<file path="src/rtl/dpu_alu_pkg.sv">
package dpu_alu_pkg;

  typedef enum logic [3:0] {
    OP_AND = 4'd0,  OP_EOR = 4'd1,  OP_SUB = 4'd2,  OP_RSB = 4'd3,
    OP_ADD = 4'd4,  OP_ADC = 4'd5,  OP_SBC = 4'd6,  OP_RSC = 4'd7,
    OP_TST = 4'd8,  OP_TEQ = 4'd9,  OP_CMP = 4'd10, OP_CMN = 4'd11,
    OP_ORR = 4'd12, OP_MOV = 4'd13, OP_BIC = 4'd14, OP_MVN = 4'd15
  } aluOp_e;

  typedef enum logic [2:0] {
    LG_AND, LG_EOR, LG_ORR, LG_BIC, LG_MOV, LG_MVN
  } logicSel_e;

  typedef enum logic [1:0] {
    CI_ZERO, CI_ONE, CI_FLAG
  } carrySrc_e;

  typedef struct packed {
    logic      useAdder;
    logic      invA;
    logic      invB;
    carrySrc_e carrySrc;
    logicSel_e logicSel;
    logic      writeEn;
    logic      flagUpd;
  } aluCtrl_t;

  localparam int FLAG_W = 4;
  localparam int FLAG_N = 3;
  localparam int FLAG_Z = 2;
  localparam int FLAG_C = 1;
  localparam int FLAG_V = 0;

endpackage

</file>
<file path="src/rtl/dpu_alu_ctrl.sv">
module dpu_alu_ctrl
  import dpu_alu_pkg::*;
(
  input  logic [3:0] opCode,
  input  logic       setFlags,
  output aluCtrl_t   strobes
);

  aluOp_e op;
  assign op = aluOp_e'(opCode);

  always_comb begin
    strobes          = '0;
    strobes.carrySrc = CI_ZERO;
    strobes.logicSel = LG_AND;
    strobes.writeEn  = 1'b1;
    unique case (op)
      OP_AND: strobes.logicSel = LG_AND;
      OP_EOR: strobes.logicSel = LG_EOR;
      OP_SUB: begin
        strobes.useAdder = 1'b1; strobes.invB = 1'b1; strobes.carrySrc = CI_ONE;
      end
      OP_RSB: begin
        strobes.useAdder = 1'b1; strobes.invA = 1'b1; strobes.carrySrc = CI_ONE;
      end
      OP_ADD: strobes.useAdder = 1'b1;
      OP_ADC: begin
        strobes.useAdder = 1'b1; strobes.carrySrc = CI_FLAG;
      end
      OP_SBC: begin
        strobes.useAdder = 1'b1; strobes.invB = 1'b1; strobes.carrySrc = CI_FLAG;
      end
      OP_RSC: begin
        strobes.useAdder = 1'b1; strobes.invA = 1'b1; strobes.carrySrc = CI_FLAG;
      end
      OP_TST: begin
        strobes.logicSel = LG_AND; strobes.writeEn = 1'b0;
      end
      OP_TEQ: begin
        strobes.logicSel = LG_EOR; strobes.writeEn = 1'b0;
      end
      OP_CMP: begin
        strobes.useAdder = 1'b1; strobes.invB = 1'b1; strobes.carrySrc = CI_ONE;
        strobes.writeEn  = 1'b0;
      end
      OP_CMN: begin
        strobes.useAdder = 1'b1; strobes.writeEn = 1'b0;
      end
      OP_ORR: strobes.logicSel = LG_ORR;
      OP_MOV: strobes.logicSel = LG_MOV;
      OP_BIC: strobes.logicSel = LG_BIC;
      OP_MVN: strobes.logicSel = LG_MVN;
      default: strobes.logicSel = LG_AND;
    endcase
    strobes.flagUpd = setFlags | ~strobes.writeEn;
  end

  // A subtracting code never takes both operands inverted.
  always_comb begin
    AST_SINGLE_INVERT: assert (!(strobes.invA && strobes.invB));
  end

endmodule

</file>
<file path="src/rtl/dpu_alu_datapath.sv">
module dpu_alu_datapath
  import dpu_alu_pkg::*;
#(
  parameter int DATA_W = 32,
  parameter int IMM_W  = 8,
  parameter int ROT_W  = 4
) (
  input  aluCtrl_t              strobes,
  input  logic [DATA_W-1:0]     opndA,
  input  logic [DATA_W-1:0]     regOpnd,
  input  logic                  immSel,
  input  logic [IMM_W-1:0]      immByte,
  input  logic [ROT_W-1:0]      immRot,
  input  logic                  shiftCarry,
  input  logic [FLAG_W-1:0]     flagsIn,
  output logic [DATA_W-1:0]     result,
  output logic [FLAG_W-1:0]     flagsOut
);

  localparam int MSB   = DATA_W - 1;
  localparam int AMT_W = ROT_W + 1;

  logic [AMT_W-1:0]  rotAmt;
  logic [DATA_W-1:0] immExt;
  logic [DATA_W-1:0] immRotd;
  logic              immCarry;
  logic [DATA_W-1:0] opB;
  logic              logicCarry;

  assign rotAmt = {immRot, 1'b0};
  assign immExt = {{(DATA_W-IMM_W){1'b0}}, immByte};

  generate
    for (genvar g = 0; g < DATA_W; g++) begin : gRot
      always_comb begin
        immRotd[g] = immExt[(g + int'(rotAmt)) % DATA_W];
      end
    end
  endgenerate

  assign immCarry   = (rotAmt == '0) ? flagsIn[FLAG_C] : immRotd[MSB];
  assign opB        = immSel ? immRotd : regOpnd;
  assign logicCarry = immSel ? immCarry : shiftCarry;

  // Shared adder
  logic [DATA_W-1:0] addX, addY;
  logic              carryBit;
  logic [DATA_W:0]   sumW;
  logic              arithV;

  assign addX = strobes.invA ? ~opndA : opndA;
  assign addY = strobes.invB ? ~opB   : opB;

  always_comb begin
    unique case (strobes.carrySrc)
      CI_ONE:  carryBit = 1'b1;
      CI_FLAG: carryBit = flagsIn[FLAG_C];
      default: carryBit = 1'b0;
    endcase
  end

  assign sumW   = {1'b0, addX} + {1'b0, addY} + {{DATA_W{1'b0}}, carryBit};
  assign arithV = (addX[MSB] == addY[MSB]) && (sumW[MSB] != addX[MSB]);

  // Logic unit
  logic [DATA_W-1:0] logicRes;

  always_comb begin
    unique case (strobes.logicSel)
      LG_EOR:  logicRes = opndA ^ opB;
      LG_ORR:  logicRes = opndA | opB;
      LG_BIC:  logicRes = opndA & ~opB;
      LG_MOV:  logicRes = opB;
      LG_MVN:  logicRes = ~opB;
      default: logicRes = opndA & opB;
    endcase
  end

  assign result = strobes.useAdder ? sumW[MSB:0] : logicRes;

  always_comb begin
    flagsOut = flagsIn;
    if (strobes.flagUpd) begin
      flagsOut[FLAG_N] = result[MSB];
      flagsOut[FLAG_Z] = ~|result;
      flagsOut[FLAG_C] = strobes.useAdder ? sumW[DATA_W] : logicCarry;
      flagsOut[FLAG_V] = strobes.useAdder ? arithV : flagsIn[FLAG_V];
    end
  end

  // Assertions next to the logic they guard
  always_comb begin
    if (!strobes.flagUpd)
      AST_FLAGS_HOLD: assert (flagsOut == flagsIn);
    if (strobes.flagUpd && !strobes.useAdder)
      AST_LOGIC_V_KEEP: assert (flagsOut[FLAG_V] == flagsIn[FLAG_V]);
    if (immSel && immRot == '0)
      AST_IMM_ROT0: assert (opB == DATA_W'(immByte));
    if (strobes.flagUpd && strobes.useAdder && strobes.invB && strobes.carrySrc == CI_ONE)
      AST_SUB_CARRY: assert (flagsOut[FLAG_C] == (opndA >= opB));
    if (strobes.flagUpd && strobes.useAdder && !strobes.invA && !strobes.invB
        && strobes.carrySrc == CI_ZERO)
      AST_ADD_CARRY: assert (flagsOut[FLAG_C] == ((DATA_W+1)'(opndA) + (DATA_W+1)'(opB) > (DATA_W+1)'({DATA_W{1'b1}})));
  end

endmodule

</file>
<file path="src/rtl/dpu_alu.sv">
module dpu_alu
  import dpu_alu_pkg::*;
#(
  parameter int DATA_W = 32,
  parameter int IMM_W  = 8,
  parameter int ROT_W  = 4
) (
  input  logic [3:0]        opCode,
  input  logic [DATA_W-1:0] opndA,
  input  logic [DATA_W-1:0] regOpnd,
  input  logic              immSel,
  input  logic [IMM_W-1:0]  immByte,
  input  logic [ROT_W-1:0]  immRot,
  input  logic              shiftCarry,
  input  logic              setFlags,
  input  logic [3:0]        flagsIn,
  output logic [DATA_W-1:0] result,
  output logic              wrEn,
  output logic [3:0]        flagsOut
);

  aluCtrl_t strobes;

  dpu_alu_ctrl uCtrl (
    .opCode   (opCode),
    .setFlags (setFlags),
    .strobes  (strobes)
  );

  dpu_alu_datapath #(
    .DATA_W (DATA_W),
    .IMM_W  (IMM_W),
    .ROT_W  (ROT_W)
  ) uDp (
    .strobes    (strobes),
    .opndA      (opndA),
    .regOpnd    (regOpnd),
    .immSel     (immSel),
    .immByte    (immByte),
    .immRot     (immRot),
    .shiftCarry (shiftCarry),
    .flagsIn    (flagsIn),
    .result     (result),
    .flagsOut   (flagsOut)
  );

  assign wrEn = strobes.writeEn;

  always_comb begin
    if (opCode[3:2] == 2'b10)
      AST_CMP_NO_WRITE: assert (!wrEn);
    if (opCode == 4'd13 && !immSel)
      AST_MOV_PASS: assert (result == regOpnd);
  end

endmodule

</file>
<file path="config.mk">
export PLATFORM = sky130hd
export DESIGN_NAME = dpu_alu
export DESIGN_NICKNAME = d
export VERILOG_FILES = /design/src/rtl/dpu_alu_pkg.sv /design/src/rtl/dpu_alu_ctrl.sv /design/src/rtl/dpu_alu_datapath.sv /design/src/rtl/dpu_alu.sv
export SDC_FILE = /design/constraint.sdc
export NUM_CORES = 1
export LEC_CHECK = 0
export ABC_AREA = 1
export ABC_CLOCK_PERIOD_IN_PS = 6850
export BUFFER_PORTS_ARGS = -buffer_cell sky130_fd_sc_hd__buf_2
export CAP_MARGIN = 20
export CORE_MARGIN = 2
export CORE_UTILIZATION = 60
export DETAILED_ROUTE_END_ITERATION = 16
export PLACE_DENSITY = 0.85
export SLEW_MARGIN = 25
export SYNTH_ARGS = -nofsm -noshare
export SYNTH_HDL_FRONTEND = slang
export SYNTH_SLANG_ARGS = --single-unit
export TNS_END_PERCENT = 10
</file>
<file path="constraint.sdc">
create_clock -name vclk -period 6.85
set_input_delay 1.0275 -clock vclk [all_inputs]
set_output_delay 1.0275 -clock vclk [all_outputs]
set_load 0.02 [all_outputs]
</file>
* Word-level counts from Yosys, hierarchy flattened
Index checks and enable logic that the tools add are counted.
Storage, ports and cells: register bits after elaboration 0, bits of input ports 87, output and inout bits 37, word-level logic and storage cells 281
Operators by class: add/subtract/negate cells 33, $lt $le $gt $ge 32, eq/ne operators 24, muxes and demuxes 112, bitwise operators 38, reductions and logical operators 42
Operators with widths (count):
- < comparator 6 x 7 -> 1 bit, second input constant | 31
- one-hot mux 32 bit (5 select lines) | 1
- binary-select mux 1 bit (select 5 bit) | 31
- OR reduction 5 bit | 31
- 2-to-1 mux 32 bit | 4
- adder 5 bit, first input constant | 16
- 2-to-1 mux 1 bit | 71
- bitwise AND 32 bit | 2
- NOT 32 bit | 2
- adder 4 x 5 -> 5 bit, first input constant | 8
- adder 32 x 32 -> 33 bit | 1
- adder 33 x 1 -> 33 bit | 1
- == test 4 bit, second input constant | 8
- OR 32 bit | 1
- OR reduction 32 bit | 1
- bitwise XOR 32 bit | 1
- bitwise AND 1 bit, first input constant | 31
- adder 3 x 5 -> 5 bit, first input constant | 4
- == test 4 x 3 -> 1 bit, second input constant | 4
- one-hot mux 3 bit (5 select lines) | 1
- adder 2 x 5 -> 5 bit, first input constant | 2
- OR reduction 3 bit | 3
- == test 4 x 2 -> 1 bit, second input constant | 2
- OR reduction 8 bit | 1
- other kinds (20) | 23

* Logic depth before layout (Yosys ltp)
depth in word-level cells 15, depth in mapped cells 31, depth with buffers taken out 29

* Cells and area by module
A second synthesis with hierarchy kept.
Unflattened totals: cells, all modules 1417, area total of the unflattened synthesis 7324.5 um2
Modules (own cells, without submodules):
- dpu_alu_datapath | instances 1, cells an instance 1395, area each 7230.7 um2, seq. area each 0.0 um2
- dpu_alu_ctrl | instances 1, cells an instance 22, area each 93.8 um2, seq. area each 0.0 um2

* Worst setup path after synthesis
OpenSTA, ideal clock, no wires.
path type input port to output port, from input immRot[0], to output flagsOut[3], data arrival time 4.206 ns, data required time 5.822 ns, setup slack 1.616 ns, cell stages on the path 23, path buffers 2, cell sequence buf_6 -> inv_4 -> buf_12 -> ha_1 -> inv_1 -> nand3_1 -> nand2_1 -> nor2_2 -> nand2_1 -> nand2_2 -> xor2_1 -> ha_1 -> nand2_1 -> inv_1 -> a21oi_1 -> o21bai_1 -> nand2_1 -> nand3_1 -> a21oi_1 -> nand2_1 -> nand3_1 -> nand2_1 -> o21ai_0
Between the ends: longest elaborated chain between the ends 11, elaborated cells between the ends (all ways) 138, classes of those cells add/sub: 33; mux: 100; bitwise: 5
Ends and longest elaborated chain:
- start, declared | RTL line dpu_alu.sv:13 | input logic [ROT_W-1:0] immRot,
- adder 1 x 5 -> 5 bit (tied with other cells) | RTL line dpu_alu_datapath.sv:36 | immRotd[g] = immExt[(g + int'(rotAmt)) % DATA_W];
- binary-select mux 1 bit (select 5 bit) | RTL line dpu_alu_datapath.sv:36
- 2-to-1 mux 1 bit (implied by the code) (2 in series) | RTL line dpu_alu_datapath.sv:36
- 2-to-1 mux 32 bit (*) | RTL line dpu_alu_datapath.sv:42 | assign opB = immSel ? immRotd : regOpnd;
- NOT 32 bit | RTL line dpu_alu_datapath.sv:52, dpu_alu_datapath.sv:72, dpu_alu_datapath.sv:74
- 2-to-1 mux 32 bit | RTL line dpu_alu_datapath.sv:52 | assign addY = strobes.invB ? ~opB : opB;
- adder 32 x 32 -> 33 bit | RTL line dpu_alu_datapath.sv:62 | assign sumW = {1'b0, addX} + {1'b0, addY} + {{DATA_W{1'b0}}, carryBit};
- adder 33 x 1 -> 33 bit | RTL line dpu_alu_datapath.sv:62
- 2-to-1 mux 32 bit (*) | RTL line dpu_alu_datapath.sv:79 | assign result = strobes.useAdder ? sumW[MSB:0] : logicRes;
- 2-to-1 mux 4 bit (*) | RTL line dpu_alu_datapath.sv:83 | if (strobes.flagUpd) begin
- end, declared | RTL line dpu_alu.sv:19 | output logic [3:0] flagsOut
Mark *: on every way between the ends. The rest lies on a longest branch, timed or not. The select of a mux whose other input is x is not followed.

* Worst setup path after layout
from input immRot[0], to output flagsOut[2]
Between the ends: longest elaborated chain between the ends 13, elaborated cells between the ends (all ways) 140, classes of those cells add/sub: 33; mux: 100; bitwise: 5; reduce/logical: 2
Ends and longest elaborated chain:
- adder 1 x 5 -> 5 bit (tied with other cells) | RTL line dpu_alu_datapath.sv:36
- binary-select mux 1 bit (select 5 bit) | RTL line dpu_alu_datapath.sv:36
- 2-to-1 mux 1 bit (implied by the code) (2 in series) | RTL line dpu_alu_datapath.sv:36
- 2-to-1 mux 32 bit (*) | RTL line dpu_alu_datapath.sv:42
- NOT 32 bit | RTL line dpu_alu_datapath.sv:52, dpu_alu_datapath.sv:72, dpu_alu_datapath.sv:74
- 2-to-1 mux 32 bit | RTL line dpu_alu_datapath.sv:52
- adder 32 x 32 -> 33 bit | RTL line dpu_alu_datapath.sv:62
- adder 33 x 1 -> 33 bit | RTL line dpu_alu_datapath.sv:62
- 2-to-1 mux 32 bit (*) | RTL line dpu_alu_datapath.sv:79
- OR reduction 32 bit (*) | RTL line dpu_alu_datapath.sv:85 | flagsOut[FLAG_Z] = ~|result;
- logical NOT 1 bit (*) | RTL line dpu_alu_datapath.sv:85
- 2-to-1 mux 4 bit (*) | RTL line dpu_alu_datapath.sv:83
Marked as above.

==> impl_metrics.py <==
metrics = {
    "status": {
        "outcome": "finished clean",
    },
    "power_and_ir_drop": {
        "power_density_nw_per_um2": 132.0,
        "sequentialPowerShare_pct": 0,
        "switching_share_pct": 68.77,
        "clockPowerShare_pct": 0,
        "comb_power_share_pct": 100.0,
        "internal_power_w": 0.0003224,
        "p_sw_w": 0.0007100,
        "peakVddDrop_v": 0.00006538,
        "p_leak_nw": 4.914,
    },
    "detailed_routing": {
        "detail_route.wl_per_cell_microns": 16.79,
        "drtIter0Drc": 1279,
        "drtPass1Iterations": 8,
        "ant_nets": 0,
        "via_count": 9687,
        "wirelength_mm": 27.88,
        "via_per_inst": 5.832,
        "drc_errors": 0,
    },
    "timing": {
        "tns_ns": 0,
        "fin_ws_ns": 0.4548,
        "slew_headroom_pct": 27.93,
        "final.period_utilization_pct": 93.36,
        "rsz0062_at_grt": "no",
        "setup-violations-final": 0,
        "final_max_slew_viol_count": 0,
        "max_freq_ghz": 0.1564,
        "worst_pin_slew_ns": 1.079,
        "period_needed_ns": 6.395,
        "hold_viol": 0,
    },
    "global_route": {
        "grt_pass1_wl_mm": 43.06,
        "grt_util_all_layers_pct": 41.62,
        "grt_max_degree": 35,
        "grt_pass1_vias": 8407,
        "gr-total-overflow": 0,
        "antenna_found_initial": 0,
    },
    "setup_path": {
        "crit_family": "simple AND/OR/NAND/NOR gates",
        "path_common_cell": "nand2_1",
        "slowest_stage": "ha_1",
        "max_stage_delay_ns": 0.44,
        "critical_path_required_ns": 5.82,
        "crit_arrival_ns": 5.37,
        "cp-end-kind": "output pin",
        "cp-start-kind": "input pin",
        "worstSetupPathType": "input pin to output pin",
        "critical_path_depth": 26,
        "crit_buf_inv": 5,
        "critPathMaxFanout": 17,
    },
    "cts": {
        "postCtsSetupRepairBufs": 0,
        "cts_resized": 0,
        "ctsHoldBuffers": 0,
    },
    "hold_path": {
        "hp-class": "input pin to output pin",
        "hold_path_depth": 4,
    },
    "place": {
        "place_ws_ns": 0.5981,
        "hpwlAfterDp_mm": 22.31,
        "gp_congestion": 1.097,
        "place_area_sq_um": 7821,
        "portBuffers": 124,
        "dp_cells": 1661,
    },
    "finish": {
        "clock_buffers": 0,
        "antennaDiodeCount": 0,
        "nets": 1678,
        "multi_input_area_sq_um": 6065,
        "num-fill-cells": 1208,
        "seq_cells": 0,
        "fin_util_pct": 65.94,
        "drive_above_1_share_pct": 14.13,
        "regArea_sq_um": 0,
        "design_area_sq_um": 7821,
        "area_growth_pct": 8.487,
        "fin_cells": 1661,
    },
    "synth": {
        "synth_seq_area_share_pct": 0,
        "synth_cells": 1426,
        "synth-simple-area-share_pct": 51.87,
        "synthAdderAreaFrac_pct": 13.22,
        "synth_nets": 1588,
        "yosysUniqueCellTypes": 43,
        "synth_xor_area_share_pct": 8.244,
        "synth_compound_area_share_pct": 10.67,
        "synth_top_family_by_area": "simple AND/OR/NAND/NOR gates",
        "ys_warn_count": 0,
        "synth_mux_area_share_pct": 0,
        "synthesis.area_sq_um": 7209,
        "syn_avg_cell_area_sq_um": 5.056,
    },
    "floorplan": {
        "die_h_microns": 113.6,
        "dieArea_sq_um": 12910,
        "io_pins": 124,
        "core_sq_um": 11860,
        "initial_core_util_pct": 60.78,
        "rows": 40,
        "die-width_microns": 113.6,
    },
    "run": {
        "max_cap_violations": 0,
    },
}
cell usage after synthesis (4+ instances only):
cell type	count	area [sq um]
nand2_1	484	1817
inv_1	218	818.3
nand3_1	179	895.9
nor2_1	111	416.7
ha_1	73	913.4
xor2_1	65	569.3
a21oi_1	58	290.3
o21ai_0	43	215.2
nand2_2	34	212.7
nand4_1	25	156.4
buf_2	21	105.1
inv_2	18	67.56
clkbuf_1	10	37.54
nand3_2	9	90.09
nor3_1	9	45.04
nor2_2	8	50.05
o21bai_1	8	60.06
buf_4	5	37.54
o21ai_1	5	25.02
a31oi_1	4	25.02
buf_6	4	45.04
through the flow:
| stage | hold WS (ns) | power, W |
|---|---|---|
| floorplan | 2.177 | 0.0007030 |
| global placement | 2.368 | 0.0009875 |
| detailed placement | 2.377 | 0.0009940 |
| CTS | 2.379 | 0.0009995 |
| global route | 2.410 | 0.001124 |
| finish | 2.379 | 0.001032 |
placed cells by master (no fill, tap or decap), types with 4 or more instances in the layout:
cell type and instances:
nand3_2 9, inv_2 18, o21bai_1 8, inv_1 218, nand2_1 484, xor2_1 65, nor3_1 9, ha_1 73
nand2_2 34, buf_2 124, nand3_1 179, o21ai_0 43, a31oi_1 4, buf_4 7, o21ai_1 5, a21oi_1 58
nand4_1 25, nor2_2 8, nor2_1 110
power by group through the flow:
stage | Sequential [W] | Clock [W] | Combinational, W
2_1_floorplan | 0 | 0 | 0.000703
3_3_place_gp | 0 | 0 | 0.000987
3_5_place_dp | 0 | 0 | 0.000994
4_1_cts | 0 | 0 | 0.00100
5_1_grt | 0 | 0 | 0.00112
6_report | 0 | 0 | 0.00103
final cells by class:
class,instances,area share (%)
Tap cell,147,2.352
Inverter,239,11.50
Multi-Input combinational cell,1144,77.54
Timing Repair Buffer,131,8.607
metal layers:
metal	track usage, %	wire (microns)
met5	0	0
met4	14.47	1291
met3	5.313	3522
met2	65.75	11840
met1	58.35	11220
cell families (layout without fill, tap and decap cells):
kind of cell / after synthesis / count (layout)
AO/OA/AOI/OAI: 136 / 136
buffers and inverters: 282 / 370
AND/OR/NAND/NOR: 866 / 866
adder cells (fa/ha/maj): 75 / 75
XOR/XNOR: 67 / 67
path summary, 6_finish.rpt:
check	startpoint	end
hold / removal	flagsIn[2]	flagsOut[2]
setup / recovery	immRot[0]	flagsOut[2]
No activity file was read; power rests on OpenSTA's default activity.
